File: src/rtl/frame3_pkg.sv
package frame3_pkg;
    typedef enum logic [1:0] {
        ST_IDLE = 2'b00,
        ST_ONE  = 2'b01,
        ST_MID0 = 2'b10,
        ST_MID1 = 2'b11
    } det_state_t;

    typedef struct packed {
        det_state_t st;
    } det_regs_t;
endpackage

File: src/rtl/frame3_next.sv
module frame3_next
    import frame3_pkg::*;
(
    input  det_state_t cur,
    input  logic       vld,
    input  logic       din,
    output det_state_t nxt,
    output logic       hit
);
    always_comb begin
        nxt = cur;
        hit = 1'b0;
        if (vld) begin
            unique case (cur)
                ST_IDLE: nxt = ST_ONE;
                ST_ONE:  nxt = din ? ST_MID1 : ST_MID0;
                ST_MID0: nxt = ST_IDLE;
                ST_MID1: begin
                    nxt = ST_IDLE;
                    hit = ~din;
                end
                default: nxt = ST_IDLE;
            endcase
        end
    end
endmodule

File: src/rtl/frame3_detector.sv
module frame3_detector
    import frame3_pkg::*;
(
    input  logic clk,
    input  logic rst,
    input  logic bit_vld,
    input  logic bit_in,
    output logic match
);
    det_regs_t  regs_d, regs_q;
    det_state_t st_nxt;
    logic       hit_w;

    frame3_next u_next (
        .cur (regs_q.st),
        .vld (bit_vld),
        .din (bit_in),
        .nxt (st_nxt),
        .hit (hit_w)
    );

    always_comb begin
        regs_d    = regs_q;
        regs_d.st = rst ? ST_IDLE : st_nxt;
    end

    always_ff @(posedge clk) begin
        regs_q <= regs_d;
    end

    assign match = hit_w & ~rst;


    reset_idle_chk: assert property (@(posedge clk) rst |=> regs_q.st == ST_IDLE);

    hold_chk: assert property (@(posedge clk) disable iff (rst) !bit_vld |-> !match);

    hold_state_chk: assert property (@(posedge clk) disable iff (rst)
        !bit_vld |=> $stable(regs_q.st));

    wrap_chk: assert property (@(posedge clk) disable iff (rst)
        (bit_vld && (regs_q.st == ST_MID0 || regs_q.st == ST_MID1)) |=> regs_q.st == ST_IDLE);

    early_chk: assert property (@(posedge clk) disable iff (rst)
        (regs_q.st == ST_IDLE || regs_q.st == ST_ONE) |-> !match);

    legal_chk: assert property (@(posedge clk) disable iff (rst)
        !$isunknown(regs_q.st));
endmodule

File: config.mk
export PLATFORM = sky130hd
export DESIGN_NAME = frame3_detector
export DESIGN_NICKNAME = d
export VERILOG_FILES = /design/src/rtl/frame3_pkg.sv /design/src/rtl/frame3_next.sv /design/src/rtl/frame3_detector.sv
export SDC_FILE = /design/constraint.sdc
export NUM_CORES = 1
export LEC_CHECK = 0
export ABC_CLOCK_PERIOD_IN_PS = 1300
export BUFFER_PORTS_ARGS = -buffer_cell sky130_fd_sc_hd__buf_2
export CORE_AREA = 2 2 39 41
export CTS_BUF_LIST = sky130_fd_sc_hd__clkbuf_16
export DETAILED_ROUTE_END_ITERATION = 6
export DIE_AREA = 0 0 41 43
export SLEW_MARGIN = 20
export SYNTH_ARGS = -nofsm -noshare
export SYNTH_HDL_FRONTEND = slang
export SYNTH_SLANG_ARGS = --single-unit
File: constraint.sdc
create_clock -name clk -period 1.3 [get_ports clk]
set_clock_uncertainty 0.15 [all_clocks]
set_input_delay 0.13 -clock clk [delete_from_list [all_inputs] [get_ports clk]]
set_output_delay 0.13 -clock clk [all_outputs]
set_load 0.1 [all_outputs]
* Word-level counts from Yosys, hierarchy flattened
Cells that the tools add are included.
** Cells by class
- Equality and inequality tests :: 3
- Muxes and demuxes :: 4
- Bitwise logic cells :: 3
- Reduce and logical (&&, ||, !) cells :: 2
** Operators by type and width (count)
- one-hot mux 2 bit (3 select lines) :: 1
- equality test 2 bit (second input constant) :: 2
- two-way mux 1 bit :: 3
- equality test 2 x 1 -> 1 bit (second input constant) :: 1
- zero test 2 bit :: 1
- inverter 1 bit :: 2
- OR reduction 2 bit :: 1
- bitwise AND 1 bit :: 1
** Storage, ports and cells
- Flip-flop bits (word level) :: 2
- Output and inout port bits :: 1
- Logic and storage cells :: 13

* Longest topological paths before layout
- Word-level depth :: 4
- Depth in mapped cells :: 3
- Gate-level depth less buffers :: 3

* Modules after synthesis
A second synthesis with hierarchy kept.
** Unflattened totals
- Cell total of the unflattened synthesis :: 12
- Area total of the unflattened synthesis :: 110.1 um^2
** Modules (own cells, without submodules)
- frame3_detector :: times used 1, cells each 5, area an instance 58.8 um^2, sequential area each 40.0 um^2
- frame3_next :: times used 1, cells each 7, area an instance 51.3 um^2, sequential area each 0.0 um^2

* Worst setup path after synthesis
Ideal clock, no wire load.
- Kind :: flip-flop to output port
- Start point :: reg regs_q[0]
- End point :: out match
- Arrival time :: 2.457 ns
- Required time :: 1.020 ns
- Path slack :: -1.437 ns
- Stages on the path, launching flop included :: 3
- Path buffers :: 0
- Cells stage by stage :: dfxtp_1 nand2b_1 nor3_1
** Between the ends
- Longest elaborated chain between the ends :: 4
** Ends and longest elaborated chain
- from (decl) :: line frame3_detector.sv:10 : det_regs_t regs_d, regs_q;
- from (signal assigned) :: line frame3_detector.sv:28 : regs_q <= regs_d;
- equality test 2 bit :: line frame3_next.sv:14 : unique case (cur)
- two-way mux 1 bit :: line frame3_next.sv:14
- two-way mux 1 bit :: line frame3_next.sv:13 : if (vld) begin
- bitwise AND 1 bit :: line frame3_detector.sv:31 : assign match = hit_w & ~rst;
- to (decl) :: line frame3_detector.sv:8 : output logic match
No other way between the ends.

* Final worst setup path
- Start point :: reg regs_q[1]
- End point :: out match
The elaborated chain is that of the path after synthesis.

==> flow_metrics.env <==
export IMPL_status="finished clean"
export IMPL_detail_route_drc_violations=0
export IMPL_crit_arrival_ps=1010
export IMPL_synth_top_area_share=0.427
export IMPL_grt_max_degree=5
export IMPL_cts_max_path_buffers=2
export IMPL_r2r_cells=4
export IMPL_final_nets=27
export IMPL_slew_headroom=0.882
export IMPL_grt_pass1_wl_um=441
export IMPL_end_kind="primary output"
export IMPL_overflow=0
export IMPL_peakVddDrop_v=0.000390
export IMPL_hp_class="in -> reg"
export IMPL_io_pins=5
export IMPL_vias=111
export IMPL_fp_dieH_um=43
export IMPL_critPathKind="reg -> out"
export IMPL_num_rows=14
export IMPL_crit_path_start_kind="flop"
export IMPL_post_drt_wl_per_cell_um=8.05
export IMPL_ys_types=8
export IMPL_syn_area_um2=93.8
export IMPL_avgSynthCellArea_um2=7.82
export IMPL_top_register="regs_q"
export IMPL_portBuffers=4
export IMPL_synth_largest_area_cell="dfxtp_1"
export IMPL_yosysWarningCount=0
export IMPL_tritoncts="done"
export IMPL_cts_clk_slew_worst_paths_ps=30
export IMPL_antenna_found_initial=0
export IMPL_netlist_instances=12
export IMPL_cts_root_buf="clkbuf_16"
export IMPL_drive_gt1_frac=0.619
export IMPL_coreArea_mm2=0.00138
export IMPL_routed_wirelength_um=298
export IMPL_hold_depth=4
export IMPL_numCtsBuffers=3
export IMPL_largest_register_ffs=2
export IMPL_crit_fanout=2
export IMPL_rsz0062_at_grt="true"
export IMPL_yosysSeqAreaShare=0.427
export IMPL_fmax_mhz=772
export IMPL_antennaDiodeCount=0
export IMPL_clkLatencyLatePin_ps=220
export IMPL_ant_nets=0
export IMPL_setup_viol=0
export IMPL_period_needed_ps=1290
export IMPL_drt_iter0_drc=0
export IMPL_htree_levels=1
export IMPL_p_leak_nw=0.119
export IMPL_grt_util_all_layers=0.0521
export IMPL_drtPass1Iterations=1
export IMPL_start_util=0.0678
export IMPL_slew_violations=0
export IMPL_via_per_inst=3.00
export IMPL_synth_nets=16
export IMPL_ys_top_cells_by_area="dfxtp_1, and2b_1, a21oi_1"
export IMPL_total_power_mw=0.566
export IMPL_ys_ff_latch=2
export IMPL_min_period_over_period=0.996
export IMPL_maxCapViolCount=0
export IMPL_die_area_mm2=0.00176
export IMPL_mostFrequentLayoutCells="clkbuf_16, buf_2"
export IMPL_die_w_um=41
export IMPL_worstMarginPinSlew_ps=176
export IMPL_placedInstanceArea_um2=169
export IMPL_required_ps=1020
export IMPL_routabilityCongestion=0.487
export IMPL_powerDensity_mw_per_mm2=2130
export IMPL_hold_ws_ps=132
export IMPL_hold_viol_final=0
export IMPL_clock_sinks=2
export IMPL_fin_util=0.192
export IMPL_first_global_vias=120
export IMPL_largestRegisters="regs_q: 2 flops"
export IMPL_area_growth_pct=183
export IMPL_final_cell_area_um2=265
==> power breakdown <==
part	leakage (nW)	internal (mW)	switching (mW)	total [mW]
clock network	0.0370	0.392	0.0761	0.468
logic	0.0644	0.0156	0.0119	0.0275
registers	0.0172	0.0666	0.00381	0.0705
==> cells by family after synthesis <==
logic type / after synthesis / synth area share
compound gates: 2 / 0.107
flops: 2 / 0.427
simple gates: 8 / 0.467
==> timing repair <==
action,4_1_cts,5_1_grt
resized for setup,2,0
endpoints found under the hold margin,2,0
pin swaps,1,0
setup buffers,1,0
setup endpoints to repair,1,1
hold buffers,1,0
==> routing by layer <==
layer	vias up	part of all wire	track usage
li1	57	-	-
met3	3	0.097	0.0314
met1	45	0.28	0.0255
met2	6	0.54	0.0625
met4	0	0.077	0.120
met5	-	0	0
==> per-stage QoR <==
step	setup slack [ps]	instances	TNS, ps
2_1_floorplan	-179	12	-179
3_3_place_gp	210	32	0
3_5_place_dp	195	32	0
4_1_cts	-6.48	37	-6.48
5_1_grt	-28.9	37	-28.9
6_report	5.34	37	0
==> final timing paths <==
| path | startpoint | endpoint | slack [ps] |
|---|---|---|---|
| worst max-delay path | regs_q[1] | match | 5 |
| worst min-delay path | bit_vld | regs_q[0] | 130 |
| worst max register to register | regs_q[1] | regs_q[0] | 230 |
| worst min register to register | regs_q[0] | regs_q[1] | 370 |
==> worst max-delay path: stages, from the launching register on <==
cell     delay (ps)
dfxtp_2         320
nand2_2          60
nor3_4          210
buf_12          200
==> synth_stat cells (all sizes together) <==
master,instances
a21oi,2
and2b,2
dfxtp,2
nor2,2
nand2,1
nand2b,1
nor2b,1
nor3,1
==> area by class of cell <==
cell class	count	area (um^2)
fillers	163	1120
multi-input cells	10	75.1
clock buffers	3	75.1
repair buffers	6	52.6
flip-flops and latches	2	42.5
well taps	16	20.0
Power figures use the tool's default switching activity.
